<file path="src/rtl/pwr_ctl_pkg.sv">
package pwr_ctl_pkg;
  typedef enum logic [2:0] {
    PS_STANDBY = 3'd0,
    PS_SLEEP   = 3'd1,
    PS_RUN     = 3'd2,
    PS_FAULT   = 3'd3,
    PS_LOCKED  = 3'd4
  } pwr_state_e;
endpackage

</file>
<file path="src/rtl/pin_sync.sv">
module pin_sync #(
  parameter int STAGES = 2
) (
  input  logic clk,
  input  logic rst_n,
  input  logic d_async,
  output logic d_sync
);
  logic [STAGES-1:0] chain;

  generate
    for (genvar i = 0; i < STAGES; i++) begin : g_stage
      always_ff @(posedge clk or negedge rst_n) begin
        if (!rst_n) chain[i] <= 1'b0;
        else if (i == 0) chain[i] <= d_async;
        else chain[i] <= chain[(i == 0) ? 0 : i-1];
      end
    end
  endgenerate

  assign d_sync = chain[STAGES-1];
endmodule

</file>
<file path="src/rtl/level_debounce.sv">
module level_debounce #(
  parameter int CODE_W = 2,
  parameter int CNT_W  = CODE_W + 1
) (
  input  logic              clk,
  input  logic              rst_n,
  input  logic              pin_s,
  input  logic              tick,
  input  logic [CODE_W-1:0] code,
  output logic              lvl
);
  logic [CNT_W-1:0] cnt;
  logic [CNT_W-1:0] need;

  // Window of N..N+1 ms takes N+1 ticks; code 0 behaves like code 1.
  always_comb begin
    need = (code == '0) ? CNT_W'(2) : CNT_W'(code) + CNT_W'(1);
  end

  always_ff @(posedge clk or negedge rst_n) begin
    if (!rst_n) begin
      cnt <= '0;
      lvl <= 1'b0;
    end else if (pin_s == lvl) begin
      cnt <= '0;
    end else if (tick) begin
      if (cnt + CNT_W'(1) >= need) begin
        lvl <= pin_s;
        cnt <= '0;
      end else begin
        cnt <= cnt + CNT_W'(1);
      end
    end
  end


  lvl_on_tick_chk: assert property (@(posedge clk) disable iff (!rst_n)
    (lvl != $past(lvl)) |-> $past(tick));


  lvl_hold_chk: assert property (@(posedge clk) disable iff (!rst_n)
    (pin_s == lvl) |=> (lvl == $past(lvl)));
endmodule

</file>
<file path="src/rtl/pwr_state_fsm.sv">
module pwr_state_fsm
  import pwr_ctl_pkg::*;
(
  input  logic clk,
  input  logic rst_n,
  input  logic en_q,
  input  logic sleep_force,
  input  logic fault,
  input  logic rearm,
  output logic run,
  output logic seq_start,
  output logic fault_reload
);
  pwr_state_e st, st_nx;

  always_comb begin
    st_nx        = st;
    fault_reload = 1'b0;
    unique case (st)
      PS_STANDBY, PS_SLEEP: begin
        if (sleep_force)          st_nx = PS_SLEEP;
        else if (en_q && !fault)  st_nx = PS_RUN;
        else                      st_nx = PS_STANDBY;
      end
      PS_RUN: begin
        if (fault)             st_nx = PS_FAULT;
        else if (sleep_force)  st_nx = PS_SLEEP;
        else if (!en_q)        st_nx = PS_STANDBY;
      end
      PS_FAULT: begin
        if (!fault) begin
          if (!rearm) begin
            fault_reload = 1'b1;
            st_nx        = PS_LOCKED;
          end else if (en_q && !sleep_force) begin
            st_nx = PS_RUN;
          end else begin
            st_nx = sleep_force ? PS_SLEEP : PS_STANDBY;
          end
        end
      end
      PS_LOCKED: begin
        if (!en_q) st_nx = sleep_force ? PS_SLEEP : PS_STANDBY;
      end
      default: st_nx = PS_STANDBY;
    endcase
  end

  always_ff @(posedge clk or negedge rst_n) begin
    if (!rst_n) begin
      st        <= PS_STANDBY;
      seq_start <= 1'b0;
    end else begin
      st        <= st_nx;
      seq_start <= (st_nx == PS_RUN) && (st != PS_RUN);
    end
  end

  assign run = (st == PS_RUN);


  seq_single_chk: assert property (@(posedge clk) disable iff (!rst_n)
    seq_start |=> !seq_start);


  seq_with_run_chk: assert property (@(posedge clk) disable iff (!rst_n)
    seq_start |-> run);


  fault_stop_chk: assert property (@(posedge clk) disable iff (!rst_n)
    fault |=> !run);


  sleep_off_chk: assert property (@(posedge clk) disable iff (!rst_n)
    sleep_force |=> !run);


  lock_no_run_chk: assert property (@(posedge clk) disable iff (!rst_n)
    fault_reload |=> !run);
endmodule

</file>
<file path="src/rtl/pwr_enable_ctl.sv">
module pwr_enable_ctl
  import pwr_ctl_pkg::*;
#(
  parameter int SYNC_STAGES = 2,
  parameter int CODE_W      = 2
) (
  input  logic              clk,
  input  logic              rst_n,
  input  logic              en_pin,
  input  logic              tick_1ms,
  input  logic [CODE_W-1:0] dbn_sel,
  input  logic              pin_gate,
  input  logic              sleep_force,
  input  logic              therm_fault,
  input  logic              short_fault,
  input  logic              rearm,
  input  logic              force_reset_wr,
  input  logic              reload_flag_clr,
  output logic              conv_run,
  output logic              seq_start,
  output logic              cfg_reload_req,
  output logic              reload_flag
);
  logic pin_s, pin_lvl, fault_reload, reload_now;

  pin_sync #(.STAGES(SYNC_STAGES)) u_sync (
    .clk(clk), .rst_n(rst_n), .d_async(en_pin), .d_sync(pin_s)
  );

  level_debounce #(.CODE_W(CODE_W)) u_dbn (
    .clk(clk), .rst_n(rst_n), .pin_s(pin_s), .tick(tick_1ms),
    .code(dbn_sel), .lvl(pin_lvl)
  );

  pwr_state_fsm u_fsm (
    .clk(clk), .rst_n(rst_n), .en_q(pin_lvl & pin_gate),
    .sleep_force(sleep_force), .fault(therm_fault | short_fault),
    .rearm(rearm), .run(conv_run), .seq_start(seq_start),
    .fault_reload(fault_reload)
  );

  assign reload_now = fault_reload | force_reset_wr;

  always_ff @(posedge clk or negedge rst_n) begin
    if (!rst_n) begin
      cfg_reload_req <= 1'b0;
      reload_flag    <= 1'b1;
    end else begin
      cfg_reload_req <= reload_now;
      if (reload_now)           reload_flag <= 1'b1;
      else if (reload_flag_clr) reload_flag <= 1'b0;
    end
  end


  force_req_chk: assert property (@(posedge clk) disable iff (!rst_n)
    force_reset_wr |=> cfg_reload_req);


  flag_with_req_chk: assert property (@(posedge clk) disable iff (!rst_n)
    cfg_reload_req |-> reload_flag);


  gate_off_chk: assert property (@(posedge clk) disable iff (!rst_n)
    !pin_gate |=> !conv_run);
endmodule

</file>
<file path="config.mk">
export PLATFORM = sky130hd
export DESIGN_NAME = pwr_enable_ctl
export DESIGN_NICKNAME = d
export VERILOG_FILES = /design/src/rtl/pwr_ctl_pkg.sv /design/src/rtl/pin_sync.sv /design/src/rtl/level_debounce.sv /design/src/rtl/pwr_state_fsm.sv /design/src/rtl/pwr_enable_ctl.sv
export SDC_FILE = /design/constraint.sdc
export NUM_CORES = 1
export LEC_CHECK = 0
export ABC_AREA = 1
export BUFFER_PORTS_ARGS = -buffer_cell sky130_fd_sc_hd__buf_2
export CORE_MARGIN = 5
export CORE_UTILIZATION = 50
export DETAILED_ROUTE_END_ITERATION = 8
export PLACE_DENSITY = 0.8
export RECOVER_POWER = 100
export SYNTH_ARGS = -nofsm -noshare
export SYNTH_HDL_FRONTEND = slang
export SYNTH_SLANG_ARGS = --single-unit
</file>
<file path="constraint.sdc">
create_clock -name clk -period 4.48 [get_ports clk]
set_input_delay 0.896 -clock clk [delete_from_list [all_inputs] [get_ports clk]]
set_output_delay 0.896 -clock clk [all_outputs]
set_load 0.1 [all_outputs]
</file>
-- Word level (Yosys, flattened, before mapping)
Index checks and enable logic that the tools add are counted.
- muxes and demuxes: 20
- equal/unequal tests: 7
- $add $sub $neg: 2
- reduce and logical (&&, ||, !) cells: 11
- bitwise operators: 4
- $lt $le $gt $ge: 1
- operators by type and width (kind ; count):
    3-bit two-way mux ; 12
    3-bit case mux with 4 select lines ; 1
    3-bit by 2-bit == test with 1-bit output, second input constant ; 3
    1-bit two-way mux ; 6
    2-bit nonzero test ; 2
    2-bit by 1-bit adder with 3-bit output, second input constant ; 1
    3-bit by 1-bit adder with 3-bit output, second input constant ; 1
    3-bit by 1-bit == test with 1-bit output, second input constant ; 1
    3-bit == test, second input constant ; 1
    3-bit >= comparator ; 1
    1-bit logical AND ; 3
    3-bit zero test ; 1
    3-bit by 2-bit != test with 1-bit output, second input constant ; 1
    3-bit AND reduction ; 1
    1-bit zero test ; 2
    2-bit zero test ; 1
    2-bit two-way mux ; 1
    1-bit bitwise OR ; 2
    2-bit OR reduction ; 1
    1-bit AND ; 1
    1-bit == test ; 1
    1-bit inverter ; 1
- bits in registers: 12
- output and inout bits: 4
- logic and storage cells: 53

-- Logic depth before layout (Yosys ltp)
Gate-level depths: netlist of the first run.
- depth in word-level cells: 8
- gate-level depth with buffers: 10
- gate-level depth less buffers: 10

-- By module
From an unflattened synthesis of the first run, not the netlist that was laid out.
- cell total of the unflattened synthesis: 117
- area total of the unflattened synthesis: 777.0 µm²
- modules (own cells, without submodules) (module ; area an instance (µm²) ; times used ; cells an instance):
    level_debounce ; 337.8 ; 1 ; 53
    pwr_state_fsm ; 305.3 ; 1 ; 52
    pwr_enable_ctl ; 83.8 ; 1 ; 10
    pin_sync ; 50.0 ; 1 ; 2

-- Worst setup path before layout of the first run
No wires, ideal clock.
- path type: register -> output
- start: reg u_fsm.st[2]
- end: out conv_run
- arrival: 1.240 ns
- cell stages (with the launch flop): 4
- data required time: 3.584 ns
- path buffers: 0
- setup slack: 2.344 ns
- cells stage by stage: dfrtp_1 > nor2_2 > nand2_2 > inv_1
- word-level cells in the longest chain between the ends: 1
- ends and longest elaborated chain (item ; RTL line ; source):
    start, declared ; pwr_state_fsm.sv:14 ; pwr_state_e st, st_nx;
    start signal, assigned ; pwr_state_fsm.sv:54 ; st <= st_nx;
    3-bit by 2-bit == test with 1-bit output ; pwr_state_fsm.sv:59 ; assign run = (st == PS_RUN);
    end, declared ; pwr_enable_ctl.sv:19 ; output logic conv_run,
Every way passes these cells.

-- Worst setup path after layout of the first run
Same ends and word-level chain as after synthesis.

==> impl.org, run 1 <==
** Finish
- Layout cell share with drive strength beyond 1 :: 19.8%
- Area delta synth->final :: 16.4%
- For this run, the number of standard cells in the final layout without fillers is 131.
- Layout net count :: around 130
- Layout fillers :: 131
- Top library cells by usage in the layout, fill and taps aside :: sky130_fd_sc_hd__nand2_1 (32), sky130_fd_sc_hd__inv_1 (15), sky130_fd_sc_hd__dfrtp_1 (11), sky130_fd_sc_hd__buf_2 (11)
- Most common cell after layout, fill and taps aside :: sky130_fd_sc_hd__nand2_1
- # diodes :: 0

** Clock network
- CTS built an H-tree with a depth of 1.
- Post-CTS setup buffers :: 0
- Clock root buffer :: sky130_fd_sc_hd__clkbuf_4
- TritonCTS created 3 clock buffers.
- No sink is reached through more buffers than the 2 on the longest clock path.
- TritonCTS built the clock tree.
- Post-CTS Hold Buffers :: 0
- Clock slew at the register clock pins of the worst setup and hold paths :: 0.07 ns
- Counting every sink on the clock net gives 12.
- In this run, post-CTS repair resized a total of 0 instances.
- For the worst-skew pair, the clock arrives at the later sink with an insertion delay of 0.26 ns.

** Critical path
- The slowest stage of the critical path is the sky130_fd_sc_hd__clkbuf_1 cell.
- Critical path data required time :: 3.58 ns
- STA classifies the critical path endpoint as a primary output.
- Of all nets on the critical path, the largest fanout is 5.
- Launching element type of the critical path :: register
- Data arrives at the worst endpoint at about 1.9 ns.
- The critical path is of the reg -> out type.
- Critical path's largest stage delay :: 0.85 ns
- Critical Path, Cell by Cell :: nor2_2 > nand2_2 > inv_1 > clkbuf_1
- The cell family contributing the most delay on the critical path is buffers and inverters.
- Buffers plus inverters on the worst setup path :: 2

** Timing
- Final setup margin :: 1.71 ns
- Static timing analysis puts the maximum clock frequency at 361 MHz.
- Post-Route Skew :: 0.00261 ns
- Smallest hold slack :: 0.348 ns
- Number of pins with negative max-slew slack in the final report :: 0
- Setup TNS Final :: 0 ns
- RSZ-0062 raised after global routing :: false
- Worst Max-Slew Pin Slew :: 1.18 ns
- Setup-failing EPs final :: 0
- Dividing the final minimum period by the clock period gives about 62%.
- After layout, the minimum clock period comes to 2.77 ns.
- The worst pin sits at a relative slew slack of between 20% and 30%.
- The total count of hold-check failures in the final report is 0.

** Yosys
- Commonest register cell after synthesis :: sky130_fd_sc_hd__dfrtp_1
- Counting distinct cell types in the post-synthesis netlist gives 17.
- Mapped cell area :: 696 µm²
- Synthesis produced 96 cells.
- Mean Syn Cell Area :: 7.25 µm²
- Share of synthesized flip-flops with an asynchronous set or reset :: 100%
- Yosys printed 0 warnings.
- In this run, synthesis inferred 0 flip-flops with an integrated enable.
- Sequential cells were found to cover a little over two fifths of the synthesized design area.
- Synthesized Nets :: 113
- After synthesis the netlist holds a flip-flop and latch count of 12.

** Worst hold path
- Hold WC Path Type :: reg -> reg

** Place
- Placed cell count :: 127
- Global placement routability congestion :: 0.836
- Before CTS, the worst setup slack after placement is ~2.4 ns.
- Count of buffers from port buffering :: 16
- Post-detail-place hpwl :: 1090 µm

** Global routing
- Number of antenna violations at the first check in global routing :: 0
- The first global-routing pass estimated ~2100 µm of wire.
- Overflow left after global routing :: 0
- Largest net degree at the start of global routing :: 13
- Global routing used 13.5% of the available tracks.
- The via count of the first global-routing pass is 520.

** Die
- 17 I/O pins were placed.
- Floorplan die width :: 47.3 µm
- Die height :: 47.3 µm
- Full die area :: roughly 2200 µm²
- Initial core utilization :: 53.5%
- Core Area :: 1300 µm²
- Num rows :: 13

** Pwr
- Pwr Density :: between 500 and 600 nW/µm²
- Summed over all cells, the static leakage comes to 0.503 nW.
- Worst IR drop on VDD :: 0.330 mV

** Drt
- Dividing the detail-routed wire length by the instance count gives between 9 and 10 µm.
- In this run the remaining antenna-violating nets after routing total 0.
- Total wirelength of the detailed-routed design :: 1260 µm
- In the routed design, unresolved DRC markers number 0.
- Via/cell ratio :: 4.69
- Initial DRT Pass Iterations :: 4
- Detailed-route via count :: between 600 and 700
- The detailed router finished its first iteration with 10 violations.

** Flow run
- Max-cap violations in this run came to 0.

** Run status
- The run finished with clean final reports.
-- worst register-to-register path: stages, from the launching register on --
cell and delay (ns):
sky130_fd_sc_hd__dfrtp_1 0.42, sky130_fd_sc_hd__ha_1 0.23, sky130_fd_sc_hd__xor2_1 0.22, sky130_fd_sc_hd__ha_1 0.30
sky130_fd_sc_hd__a21oi_1 0.15, sky130_fd_sc_hd__nand3_1 0.13, sky130_fd_sc_hd__nand2_1 0.10, sky130_fd_sc_hd__nand2_1 0.05
sky130_fd_sc_hd__o21ai_0 0.06, sky130_fd_sc_hd__inv_1 0.05
-- cell usage after synthesis (2+ instances only) --
cell type                 instances  area [µm²]
sky130_fd_sc_hd__inv_1           15        56.3
sky130_fd_sc_hd__nand2_2          3        18.8
sky130_fd_sc_hd__o21ai_0          2        10.0
sky130_fd_sc_hd__dfrtp_1         11         275
sky130_fd_sc_hd__inv_2            4        15.0
sky130_fd_sc_hd__nor2_2           2        12.5
sky130_fd_sc_hd__nand2_1         31         116
sky130_fd_sc_hd__nor2_1           8        30.0
sky130_fd_sc_hd__ha_1             4        50.1
sky130_fd_sc_hd__nand3_1          9        45.0
-- power by group --
| part | internal, mW | switching, mW | total, mW | leakage, nW |
|---|---|---|---|---|
| clock network | 0.0343 | 0.0291 | 0.0634 | 0.0150 |
| logic | 0.0583 | 0.161 | 0.220 | 0.339 |
| registers | 0.135 | 0.0189 | 0.154 | 0.149 |
| total | 0.227 | 0.209 | 0.437 | 0.503 |
-- final timing paths --
check / start / endpoint / slack, ns / depth (start not counted)
min in group asynchronous: rst_n / u_fsm.st[0]$_DFF_PN0_ / 0.61 / 1
setup reg to reg: u_dbn.cnt[0]$_DFFE_PN0P_ / u_dbn.lvl$_DFFE_PN0P_ / 2.66 / 9
max in group asynchronous: rst_n / u_dbn.cnt[1]$_DFFE_PN0P_ / 3.48 / 1
hold / removal: u_sync.chain[0]$_DFF_PN0_ / u_sync.d_sync$_DFF_PN0_ / 0.35 / 0
hold reg to reg: u_sync.chain[0]$_DFF_PN0_ / u_sync.d_sync$_DFF_PN0_ / 0.35 / 0
setup / recovery: u_fsm.st[2]$_DFF_PN0_ / conv_run / 1.71 / 4
-- flip-flops by register name, summed over array words and instances (netlist names) --
register / cells
u_dbn.cnt: 3
u_fsm.st: 3
cfg_reload_req: 1
reload_flag: 1
u_dbn.lvl: 1
u_fsm.seq_start: 1
u_sync.chain: 1
u_sync.d_sync: 1
-- stage by stage --
step / util (%) / area (µm²) / power (mW)
2_1_floorplan: - / 696 / 0.333
3_5_place_dp: 61.1 / 795 / 0.379
5_1_grt: 62.2 / 810 / 0.479
4_1_cts: 63.1 / 821 / 0.445
3_3_place_gp: 61.1 / 795 / 0.371
6_report: 62.2 / 810 / 0.437
-- layout make-up --
class	instances	area, µm²	share of cell area, %
clock buffer	4	26.3	3.25
timing repair buffer	16	73.8	9.12
sequential	12	302	37.2
inverter	19	71.3	8.81
tap	15	18.8	2.32
multi-input combinational	65	318	39.3
-- cell families (layout without fill, tap and decap cells) --
family,Yosys count,after routing,share of synthesized area [%]
simple gates,56,56,34.5
buf+inv,19,39,10.3
flops,12,12,43.3
fa+ha+maj,4,4,7.19
compound gates,4,4,3.42
xor+xnor,1,1,1.26
-- metal layers --
metal | vias up | wire (µm) | share of wire [%] | global-route usage (%)
met4 | 0 | 15 | 1.2 | 8.29
li1 | 331 | - | - | -
met3 | 2 | 64 | 5.1 | 2.68
met2 | 13 | 585 | 46 | 18.7
met5 | - | 0 | 0 | 0
met1 | 268 | 597 | 47 | 19.0
Note: power is estimated with default switching activity, not from simulation.
==> inputs of run 2 (changes only) <==
Clock period 4.48 ns to 2.78 ns, I/O delays scaled along.
==> run 2 against run 1 <==
Non-clock buffer count is the same. Setup slack lost 1.1 ns. Global-route usage grew 0.73 points. Power grew 61%. Die area is the same. Utilization grew 0.096 points. Critical path depth shrank 3. Largest cell class unchanged. Register-to-register slack lost 1.7 ns.
==> impl.org, run 2 (same netlist as run 1, synthesis figures left out) <==
** Place
- Global placement routability congestion :: 0.917 (+9.7%)
- Count of buffers from port buffering :: 16 (unchanged)
- The detailed-placement wirelength estimate came to 1050 µm (-3.5%).
- The worst slack after detailed placement came to 1.00 ns (-1.43 ns).

** Critical path
- The count of buffering cells on the critical path with inverters included came to 1 (-1).
- The setup path with the least slack is of type reg -> out.
- CP Max Fanout :: 2 (-3)
- Number of cells traversed by the worst register-to-register path :: 8 (-1)
- Critical path's largest stage delay :: 0.86 ns (about the same)
- The worst setup path is captured at a primary output.
- End of the worst register-to-register path :: u_dbn.cnt[1]$_DFFE_PN0P_
- The arrival time of data at the critical path endpoint was 1.64 ns (-0.24 ns).
- Among all stages on the critical path, the largest delay is contributed by sky130_fd_sc_hd__clkbuf_1.
- Start of the worst register-to-register path :: u_dbn.cnt[0]$_DFFE_PN0P_
- Launching element type of the critical path :: register
- Walking the worst path, the cells encountered are clkbuf_1.
- Top Family by Delay on Critical Path :: buffers and inverters
- Setup slack, reg-to-reg :: 0.99 ns (-1.67 ns)
- The critical path data required time is 2.22 ns (-1.36 ns).

** Timing
- The worst-case clock skew is 0.0106 ns (+0.00796 ns).
- RSZ-0062 raised after global routing :: false
- The worst path needs 2.20 ns of the cycle, external delays included.
- Fmax :: around 460 MHz
- Setup-failing EPs final :: 0 (unchanged)
- Final Hold Violating Endpoints :: 0 (unchanged)
- The setup total negative slack is 0 ns (unchanged).
- Smallest hold slack :: 0.268 ns (-0.0804 ns)
- The setup slack of the critical path after layout was 0.584 ns (-1.12 ns).
- The count of pins over their slew limit came to 0 (unchanged).
- Worst-case headroom to the max-slew limit :: 22.6% (+0.81 points)
- The worst path uses 79.0% of the clock period.
- Worst Max-Slew Pin Slew :: 1.17 ns (-0.0122 ns)

** Finish
- The library cell used most frequently in the layout, excluding fill and tap cells, is sky130_fd_sc_hd__nand2_1.
- The largest registers in the layout are u_dbn.cnt x3, u_fsm.st x3.
- Layout net count :: 134 (unchanged)
- In the layout the commonest cells are sky130_fd_sc_hd__nand2_1 (31), sky130_fd_sc_hd__inv_1 (15), sky130_fd_sc_hd__dfrtp_1 (11), sky130_fd_sc_hd__buf_2 (11), sky130_fd_sc_hd__nor2_1 (10).
- From synthesis to final layout, the design area changed by 16.5%.
- The number of diodes came to 0 (unchanged).
- The fraction of final layout cells sized beyond drive strength 1 is 20.7% (+0.86 points).
- The number of fillers in the final layout came to 126 (-3.8%).

** Drt
- The number of vias after detailed routing came to 626 (+2.0%).
- Routed wirelength normalized by instance count :: 9.63 µm (-0.16%)
- Via/cell ratio :: 4.78 (+2.0%)
- DRC Markers :: 0 (unchanged)
- Initial DRT Pass Iterations :: 4 (unchanged)
- The aggregate routed wire length came to 1260 µm (-0.16%).
- The post-detailed-route count of antenna-violating nets came to 0 (unchanged).
- The initial DRC count is 14 (+4).

** Global routing
- After global routing, the most crowded layer is met2.
- Via count of the first global-routing pass :: 569 (+9.4%)
- Number of antenna violations at the first check in global routing :: 0 (unchanged)
- Global routing met1 resource utilization :: 18.4% (-0.63 points)
- Largest net degree at the start of global routing :: 13 (unchanged)
- The met2 track demand over resource was 21.9% (+3.2 points).
- The total overflow reported by the global router is 0 (unchanged).
- Met3 routing resource usage after global routing :: 3.83% (+1.1 points)
- The first-pass GRT wire length was 2190 µm (+2.9%).
- The global router's overall resource usage was 14.2% (+0.73 points).

** Pwr
- The total design power came to 0.704 mW (+61%).
- Worst IR drop on VDD :: 0.412 mV (+25%)
- The total leakage power was 0.506 nW (+0.64%).
- The power density over the cells came to 868 nW/µm² (+61%).

** Clock network
- The number of resized instances in the post-cts repair step was 0 (unchanged).
- The number of levels in the clock H-tree was 1 (unchanged).
- Post-CTS setup buffers :: 0 (unchanged)
- CTS placed an instance of sky130_fd_sc_hd__clkbuf_4 at the clock tree root.
- Maximum clock path buffer count :: 2 (unchanged)
- Clock insertion delay at the later pin of the skew report :: 0.27 ns (about the same)
- Clock buffers created by TritonCTS :: 3 (unchanged)
- The clock-pin slew of the registers on the worst-case setup and hold paths was 0.07 ns (about the same).
- TritonCTS built the clock tree.
- Clock tree sinks :: 12 (unchanged)
- Post-CTS Hold Buffers :: 0 (unchanged)

** Die
- Die height :: 47.3 µm (unchanged)
- The number of I/O pins was 17 (unchanged).
- Num rows :: 13 (unchanged)
- The core outline area is 1300 µm² (unchanged).
- Full die area :: 2240 µm² (unchanged)
- Initial core utilization :: 53.5% (unchanged)
- Floorplan die width :: 47.3 µm (unchanged)

** Worst hold path
- The worst hold path belongs to the class in -> async.

** Run status
- Status :: finished, final reports clean

** Flow run
- Max-Cap Viols :: 0 (unchanged)
## run 2: cell counts in the layout (fill, tap and decap cells not counted)
Identical to the previous run, type by type.
## run 2: power by group
part           internal [mW]  switching [mW]
registers              0.217          0.0284
clock network         0.0554          0.0507
logic                 0.0961           0.256
total                  0.369           0.336
## run 2: worst reg2reg max path: stages (launching register included)
cell,delay [ns]
sky130_fd_sc_hd__dfrtp_1,0.41
sky130_fd_sc_hd__ha_1,0.22
sky130_fd_sc_hd__xor2_1,0.17
sky130_fd_sc_hd__ha_1,0.33
sky130_fd_sc_hd__a21oi_1,0.15
sky130_fd_sc_hd__nand3_1,0.12
sky130_fd_sc_hd__nor2_1,0.18
sky130_fd_sc_hd__nand2_1,0.08
sky130_fd_sc_hd__nand2_1,0.07
## run 2: worst max path at each step
stage / start / end / slack, ns / cells after the start
3_5_place_dp: u_dbn.cnt[0]$_DFFE_PN0P_ / u_dbn.cnt[1]$_DFFE_PN0P_ / 1.00 / 8
6_report: reload_flag$_DFFE_PN1P_ / reload_flag / 0.58 / 1
2_1_floorplan: u_fsm.st[2]$_DFF_PN0_ / conv_run / 0.98 / 3
3_3_place_gp: u_fsm.st[2]$_DFF_PN0_ / conv_run / 1.07 / 4
4_1_cts: u_fsm.st[2]$_DFF_PN0_ / conv_run / 0.75 / 4
5_1_grt: u_fsm.st[2]$_DFF_PN0_ / conv_run / 0.53 / 4
## run 2: layout make-up
type | count | area [µm²] | share of cell area (%)
multi-input combinational | 65 | 318 | 39.2
timing repair buffer | 16 | 75.1 | 9.26
inverter | 19 | 71.3 | 8.80
tap | 15 | 18.8 | 2.31
clock buffer | 4 | 26.3 | 3.24
sequential | 12 | 302 | 37.2
## run 2: layer usage
layer	routed length [µm]	part of all wire (%)
met1	579	46
met2	573	45
met3	96	7.6
met4	12	0.95
met5	0	0
## run 2: through the flow
stage / util [%] / cell area, µm² / instances
after global placement: 61.1 / 795 / 127
after floorplan: - / 696 / 96
after CTS: 63.1 / 821 / 131
final: 62.3 / 811 / 131
after detailed placement: 61.1 / 795 / 127
after global routing: 62.3 / 811 / 131
